==> src/rtl/rx_err_pkg.sv <==
package rx_err_pkg;

    // Per-character error flags carried alongside the data
    typedef struct packed {
        logic ovr;
        logic frm;
        logic par;
    } rx_err_t;

    typedef enum logic [1:0] {
        VEC_NONE    = 2'b00,
        VEC_RXCHAR  = 2'b10,
        VEC_SPECIAL = 2'b11
    } rx_vec_e;

endpackage

==> src/rtl/rx_err_fifo.sv <==
module rx_err_fifo
    import rx_err_pkg::*;
#(
    parameter int DATA_W = 8,
    parameter int DEPTH  = 3
) (
    input  logic                     clk,
    input  logic                     rst_n,
    input  logic                     push,
    input  logic [DATA_W-1:0]        push_data,
    input  logic                     push_par,
    input  logic                     push_frm,
    input  logic                     pop,
    output logic [DATA_W-1:0]        head_data,
    output rx_err_t                  head_err,
    output logic                     not_empty,
    output logic [$clog2(DEPTH+1)-1:0] level
);
    localparam int PW = (DEPTH > 1) ? $clog2(DEPTH) : 1;
    localparam int CW = $clog2(DEPTH + 1);
    localparam logic [PW-1:0] LAST_IDX = PW'(DEPTH - 1);
    localparam logic [CW-1:0] FULL_CNT = CW'(DEPTH);

    typedef struct packed {
        logic [DEPTH-1:0][DATA_W-1:0] data;
        rx_err_t [DEPTH-1:0]          err;
        logic [PW-1:0]                wr;
        logic [PW-1:0]                rd;
        logic [CW-1:0]                cnt;
    } fifo_st_t;

    fifo_st_t st_d, st_q;

    function automatic logic [PW-1:0] next_ptr(input logic [PW-1:0] p);
        return (p == LAST_IDX) ? '0 : p + PW'(1);
    endfunction

    always_comb begin
        logic          full_drop;
        logic [PW-1:0] newest;
        st_d      = st_q;
        full_drop = push && (st_q.cnt == FULL_CNT) && !pop;
        newest    = (st_q.wr == '0) ? LAST_IDX : st_q.wr - PW'(1);
        if (full_drop) begin
            st_d.data[newest] = push_data;
            st_d.err[newest]  = '{ovr: 1'b1, frm: push_frm, par: push_par};
        end else if (push) begin
            st_d.data[st_q.wr] = push_data;
            st_d.err[st_q.wr]  = '{ovr: 1'b0, frm: push_frm, par: push_par};
            st_d.wr            = next_ptr(st_q.wr);
        end
        if (pop) begin
            st_d.rd = next_ptr(st_q.rd);
        end
        st_d.cnt = st_q.cnt + CW'(push && !full_drop) - CW'(pop);
    end

    always_ff @(posedge clk or negedge rst_n) begin
        if (!rst_n) st_q <= '0;
        else        st_q <= st_d;
    end

    assign head_data = st_q.data[st_q.rd];
    assign head_err  = st_q.err[st_q.rd];
    assign not_empty = (st_q.cnt != '0);
    assign level     = st_q.cnt;

endmodule

==> src/rtl/rx_err_stat.sv <==
module rx_err_stat
    import rx_err_pkg::*;
#(
    parameter int DATA_W = 8
) (
    input  logic              clk,
    input  logic              rst_n,
    input  logic              first_only,
    input  logic              rd_strobe,
    input  logic              err_reset,
    input  logic              not_empty,
    input  logic [DATA_W-1:0] head_data,
    input  rx_err_t           head_err,
    output logic              pop,
    output logic [DATA_W-1:0] rd_dout,
    output logic              rx_avail,
    output logic              st_par,
    output logic              st_frm,
    output logic              st_ovr,
    output logic              irq_req,
    output logic [1:0]        irq_vec,
    output logic              hold_flag,
    output logic              stk_par,
    output logic              stk_ovr
);
    typedef struct packed {
        logic              par_stk;
        logic              ovr_stk;
        logic              hold;
        logic              armed;
        logic [DATA_W-1:0] last_data;
        rx_err_t           last_err;
    } stat_st_t;

    stat_st_t st_d, st_q;
    rx_err_t  cur_err;
    logic     head_bad;
    logic     special;
    logic     rx_pend;
    rx_vec_e  vec;

    always_comb begin
        rx_avail = not_empty && !st_q.hold;
        pop      = rd_strobe && rx_avail;
        head_bad = |head_err;
        cur_err  = rx_avail ? head_err  : st_q.last_err;
        rd_dout  = rx_avail ? head_data : st_q.last_data;

        st_d = st_q;
        if (pop) begin
            st_d.last_data = head_data;
            st_d.last_err  = head_err;
            st_d.par_stk   = st_q.par_stk | head_err.par;
            st_d.ovr_stk   = st_q.ovr_stk | head_err.ovr;
            if (first_only) begin
                st_d.armed = 1'b0;
                if (head_bad) st_d.hold = 1'b1;
            end
        end
        if (err_reset) begin
            st_d.par_stk  = 1'b0;
            st_d.ovr_stk  = 1'b0;
            st_d.hold     = 1'b0;
            st_d.armed    = 1'b1;
            st_d.last_err = '0;
        end

        special = st_q.hold || (rx_avail && head_bad);
        rx_pend = rx_avail && (!first_only || st_q.armed);
        if (special)      vec = VEC_SPECIAL;
        else if (rx_pend) vec = VEC_RXCHAR;
        else              vec = VEC_NONE;
    end

    always_ff @(posedge clk or negedge rst_n) begin
        if (!rst_n) begin
            st_q       <= '0;
            st_q.armed <= 1'b1;
        end else begin
            st_q <= st_d;
        end
    end

    assign st_par    = st_q.par_stk | cur_err.par;
    assign st_ovr    = st_q.ovr_stk | cur_err.ovr;
    assign st_frm    = cur_err.frm;
    assign irq_req   = special || rx_pend;
    assign irq_vec   = vec;
    assign hold_flag = st_q.hold;
    assign stk_par   = st_q.par_stk;
    assign stk_ovr   = st_q.ovr_stk;

endmodule

==> src/rtl/rx_err_latch.sv <==
module rx_err_latch
    import rx_err_pkg::*;
#(
    parameter int DATA_W = 8,
    parameter int DEPTH  = 3
) (
    input  logic              clk,
    input  logic              rst_n,
    input  logic              first_only,
    input  logic              in_valid,
    input  logic [DATA_W-1:0] in_data,
    input  logic              in_par_err,
    input  logic              in_frm_err,
    input  logic              rd_strobe,
    input  logic              err_reset,
    output logic [DATA_W-1:0] rd_dout,
    output logic              rx_avail,
    output logic              st_par,
    output logic              st_frm,
    output logic              st_ovr,
    output logic              irq_req,
    output logic [1:0]        irq_vec
);
    localparam int CW = $clog2(DEPTH + 1);

    logic [DATA_W-1:0] head_data;
    rx_err_t           head_err;
    logic              not_empty;
    logic              pop;
    logic [CW-1:0]     fifo_level;
    logic              hold_flag;
    logic              stk_par;
    logic              stk_ovr;

    rx_err_fifo #(.DATA_W(DATA_W), .DEPTH(DEPTH)) u_fifo (
        .clk       (clk),
        .rst_n     (rst_n),
        .push      (in_valid),
        .push_data (in_data),
        .push_par  (in_par_err),
        .push_frm  (in_frm_err),
        .pop       (pop),
        .head_data (head_data),
        .head_err  (head_err),
        .not_empty (not_empty),
        .level     (fifo_level)
    );

    rx_err_stat #(.DATA_W(DATA_W)) u_stat (
        .clk        (clk),
        .rst_n      (rst_n),
        .first_only (first_only),
        .rd_strobe  (rd_strobe),
        .err_reset  (err_reset),
        .not_empty  (not_empty),
        .head_data  (head_data),
        .head_err   (head_err),
        .pop        (pop),
        .rd_dout    (rd_dout),
        .rx_avail   (rx_avail),
        .st_par     (st_par),
        .st_frm     (st_frm),
        .st_ovr     (st_ovr),
        .irq_req    (irq_req),
        .irq_vec    (irq_vec),
        .hold_flag  (hold_flag),
        .stk_par    (stk_par),
        .stk_ovr    (stk_ovr)
    );

endmodule

==> config.mk <==
export PLATFORM = sky130hd
export DESIGN_NAME = rx_err_latch
export DESIGN_NICKNAME = d
export VERILOG_FILES = /design/src/rtl/rx_err_pkg.sv /design/src/rtl/rx_err_fifo.sv /design/src/rtl/rx_err_stat.sv /design/src/rtl/rx_err_latch.sv
export SDC_FILE = /design/constraint.sdc
export NUM_CORES = 1
export LEC_CHECK = 0
export CORE_AREA = 5 5 65 111
export DETAILED_ROUTE_END_ITERATION = 10
export DIE_AREA = 0 0 70 116
export PLACE_DENSITY = 0.67
export RECOVER_POWER = 100
export SYNTH_ARGS = -nofsm -noshare
export SYNTH_HDL_FRONTEND = slang
export SYNTH_SLANG_ARGS = --single-unit
==> constraint.sdc <==
create_clock -name clk -period 2.1 [get_ports clk]
set_input_delay 0.315 -clock clk [delete_from_list [all_inputs] [get_ports clk]]
set_output_delay 0.315 -clock clk [all_outputs]
set_load 0.01 [all_outputs]
---- After elaboration in Yosys (flattened, before gate mapping) ----
Index checks and enable logic that the tools add are counted.
storage, ports and cells
  bits of input ports ..................... 16
  latch bits .............................. 0
  memory bits (writable) .................. 0
  bits in read-only memories .............. 0
  memories ................................ 0
  logic and storage cells ................. 97
  output and inout port bits .............. 15
  register bits after elaboration ......... 54
operators by class
  reduce and logical (&&, ||, !) cells .... 26
  multiply operators ...................... 0
  order comparisons ....................... 5
  shift-type cells ........................ 0
  eq/ne operators ......................... 3
  bitwise operators ....................... 5
  div/mod/pow operators ................... 0
  $add $sub $neg .......................... 5
  mux-type cells .......................... 30
operators with widths
  kind                   count
  $bwmux W24             2
  $mux W35               1
  $mux W33               1
  $demux W8 S2           2
  $mux W8                4
  $bwmux W9              2
  $bmux W8 S2            1
  $mux W15               1
  $mux W3                5
  $demux W3 S2           2
  $mux W2                6
  $reduce_bool A2 Y1     5
  $logic_and A1 B1 Y1    9
  $lt A2 B3 Y1 const B   3
  $bmux W3 S2            1
  $eq A2 B2 Y1 const B   3
  $add A2 B1 Y2 const B  2
  $ge A2 B1 Y1 const B   2
  $logic_not A1 Y1       4
  $mux W4                1
  $or A1 B1 Y1           4
  $reduce_and A2 Y1      2
  $logic_or A1 B1 Y1     3
  $reduce_and A3 Y1      1
  7 further kinds        7

---- Longest topological paths before layout ----
  depth after elaboration ................. 9
  depth in mapped cells ................... 7
  gate-level depth less buffers ........... 5

---- Cells and area by module ----
Synthesis repeated with hierarchy kept, for this count alone.
second synthesis, totals
  cells, all modules ...................... 221
  area, all modules ....................... 2763.9 sq um
by module, submodules not included
  module       area an instance (sq um)  cells each  sequential area each (sq um)  instances
  rx_err_fifo  1898.1                    151         975.9                         1
  rx_err_stat  865.8                     70          376.6                         1

---- Worst setup path before layout ----
OpenSTA, ideal clock, no wires.
  path type ............................... register to output
  from .................................... register u_fifo.st_q[3] (netlist name)
  to ...................................... output port irq_vec[1]
  buffers on the path ..................... 3
  stages on the path, launching flop included .. 8
  slack ................................... 0.207 ns
  required time ........................... 1.785 ns
  arrival time ............................ 1.578 ns
  cell sequence ........................... dfrtp_1 > buf_2 > nor2b_1 > buf_2 > o2bb2ai_1 > nor4b_1 > a21oi_1 > buf_4
between the ends
  longest elaborated chain between the ends .. 6
RTL lines
  what                           line                source
  from (decl)                    rx_err_fifo.sv:32   fifo_st_t st_d, st_q;
  from (signal assigned)         rx_err_fifo.sv:60   else st_q <= st_d;
  $bmux W3 S2                    rx_err_fifo.sv:64   assign head_err = st_q.err[st_q.rd];
  $mux W3 (implied by the code)  rx_err_fifo.sv:64
  $reduce_or A3 Y1               rx_err_stat.sv:45   head_bad = |head_err;
  $logic_and A1 B1 Y1            rx_err_stat.sv:68   special = st_q.hold || (rx_avail && head_bad);
  $logic_or A1 B1 Y1             rx_err_stat.sv:68
  $mux W2                        rx_err_stat.sv:70   if (special) vec = VEC_SPECIAL;
  to (decl)                      rx_err_latch.sv:22  output logic [1:0] irq_vec
No other way between the ends. The select of a mux whose other input is x is not followed.

---- Worst setup path after layout ----
  from .................................... register u_fifo.st_q[3] (netlist name)
  to ...................................... output port st_ovr
between the ends
  longest elaborated chain between the ends .. 4
RTL lines
  what                           line                source
  $bmux W3 S2                    rx_err_fifo.sv:64
  $mux W3 (implied by the code)  rx_err_fifo.sv:64
  $mux W3                        rx_err_stat.sv:46   cur_err = rx_avail ? head_err : st_q.last_err;
  $or A1 B1 Y1                   rx_err_stat.sv:85   assign st_ovr = st_q.ovr_stk | cur_err.ovr;
  to (decl)                      rx_err_latch.sv:20  output logic st_ovr,
No other way between the ends. The select of a mux whose other input is x is not followed.

==> metrics <==
status complete, but fails checks; failing checks negative setup slack; Worst Path Buf+Inv 2; CP max FO 5; setup TNS -0.285 ns; layout overhead on the synthesized area 27.2%; endpoint type of the worst setup path output pin; Root Driver clkbuf_8; Synth area leader dfrtp_1; clock buffer count from CTS 5; wire per inst between 15 and 20 um; clock net sink count 54; vias in the first global route 1,976; #FFs+latches synth 54; Die ar. 8120 um2; commonest non-fill, non-tap cell in the layout dfrtp_1; Setup WS post-layout -0.183 ns; # IOs 31; Worst EP arrival 1.97 ns; clock buffer depth 2; Setup Skew roughly 0.014 ns; Highest Clock Rate roughly 0.44 GHz; Placed Instances 350; Detailed Route Iter0 Violations 65; Chip Width roughly 70 um; Routability Congestion ~0.77; # diodes 0; # fillers between 500 and 600; via/cell ratio 5.08; Fin. Hold Viols 0; Row Count 38; P_leak 1.54 nW; Starting Density 43.5%; PD cells 1730 nW/um2; drt pass-1 iters 4; Routed Antenna Nets 0; top_reg_cell synth dfrtp_1; Clock transition at path regs 0.10 ns; Slew headroom 12.5%; worst vdd ir 723 uV; largest net degree at the start of global routing between 50 and 60; post-DP HPWL between 3000 and 4000 um; unrepaired setup endpoints after global routing yes; H-tree levels 2; Mapped Area around 2700 um2; cells after synthesis 231; initial antenna violation count 0; Non-Filler Instances 367; top cell type's share of synthesized area 49.3%; Core Region 6180 um2; yosys warns 0; WS Path Type flop to output pin; crit start category flop; Total Wirelength 5810 um; DIE HEIGHT 116 um; Clock Latency Late Sink 0.31 ns; first-pass GRT wire length 9690 um; most frequent cells in the layout dfrtp_1, nor2_1, nand2_1; Worst path max stage delay 0.48 ns; net count after synthesis 254; Hold Path Class flop to flop; critical path required time 1.78 ns; synthesized area per cell 11.6 um2; input/output buffers 30; ys async rst share 100%; register area share after synthesis 50.3%; Tightest Pin Transition between 1 and 1.5 ns; worst path cell trace mux2i_1, o2bb2ai_4, buf_4, nand2_1, nand3b_1, clkdlybuf4s50_1; setup violators final 3; gr ovfl total 0; Final Cycle Share 109%; Yosys cell types 33; final-report max-slew violation count 0; Layout Nets 309; overall routing resource usage 15.2%; delay-heaviest family, CP buffers and inverters; vias 1,866; layout cells sized above 1 30.7%; fin crit period approximately 2.3 ns; Max-Cap Viols 0; DRC 0; CTS tree built; Post-synth EDFFs 0; Synth area leaders dfrtp_1, mux2_4, mux2_2; slowest stage cell, crit path clkdlybuf4s50_1
kinds of logic (layout without fill, tap and decap cells):
kind of cell / Yosys count / count (layout) / synth area share (%)
and+or+nand+nor: 59 / 59 / 9.87
DFF: 54 / 54 / 50.3
AOI/OAI and AO/OA: 47 / 47 / 11.5
muxes: 43 / 43 / 20.3
buffers and inverters: 18 / 74 / 3.82
adders and majority gates: 7 / 7 / 3.26
xor gates and xnor gates: 3 / 3 / 0.978
routing by layer:
layer  vias up  GRT usage (%)  wire [um]
met5         -              0          0
met4         0           6.27        138
met3        13           2.43        163
met2        33           27.7       3220
met1       914           17.6       2300
li1        906              -          -
Yosys cell counts, types with 2 or more instances:
cell and number:
dfrtp_1 53, nand2_1 23, nor2_1 23, a21oi_1 22, mux2_4 20, o21ai_0 13, mux2_2 11, mux2i_1 11
buf_2 7, ha_1 7, inv_1 5, a22o_1 4, o2bb2ai_1 4, buf_4 3, xnor2_1 3, buf_6 2
nand3b_1 2, nor2b_1 2, nor3_1 2
report_power, final:
part           internal, mW  switching (mW)
logic                  1.75            1.54
clock network         0.393           0.359
registers              1.55           0.313
final timing paths:
| path | startpoint | endpoint | slack [ns] | cells past startpoint |
|---|---|---|---|---|
| worst max register to register | u_stat.hold_flag | u_fifo.st_q[3] | 0.01 | 6 |
| worst min register to register | u_fifo.st_q[38] | u_fifo.st_q[38] | 0.50 | 1 |
| max in group asynchronous | rst_n | u_fifo.st_q[3] | 0.33 | 3 |
| worst min-delay path | u_fifo.st_q[38] | u_fifo.st_q[38] | 0.50 | 1 |
| worst max-delay path | u_fifo.st_q[3] | st_ovr | -0.18 | 6 |
| min in group asynchronous | rst_n | u_stat.st_q[6] | 0.90 | 3 |
registers in the layout, indices dropped and copies added (netlist names):
name	cells
u_fifo.level	2
u_fifo.st_q	37
u_stat.hold_flag	1
u_stat.st_q	12
u_stat.stk_ovr	1
u_stat.stk_par	1
metrics by stage:
stage	setup slack, ns	hold WS [ns]	area [um2]	power [mW]	utilization, %
CTS	-0.240	0.503	3390	5.83	54.8
detailed placement	-0.0748	0.334	3210	5.07	52.0
global placement	0.0321	0.331	3210	4.98	52.0
floorplan	0.207	0.0194	2690	3.82	-
finish	-0.183	0.499	3420	5.90	55.3
global route	-0.262	0.529	3420	6.35	55.3
cell type report:
| type | count | area (um2) | area share [%] |
|---|---|---|---|
| sequential | 54 | 1350 | 39.6 |
| multi-input combinational | 159 | 1300 | 37.9 |
| timing repair buffer | 61 | 529 | 15.5 |
| tap | 80 | 100 | 2.93 |
| clock buffer | 6 | 82.6 | 2.41 |
| clock inverter | 2 | 38.8 | 1.13 |
| inverter | 5 | 18.8 | 0.549 |
worst reg2reg max path, delay by kind of cell (launching register included):
family	cells	cell delay [ns]
buffers and inverters	3	0.80
flip-flops	1	0.39
multiplexers	1	0.40
AND/OR/NAND/NOR	2	0.41
timing repair:
action	CTS	global route
endpoints found under the setup margin	15	14
pin swaps	6	1
setup buffers	3	5
gates resized for setup	30	19
hold buffers	1	0
endpoints found under the hold margin	44	0
Power figures use the tool's default switching activity.
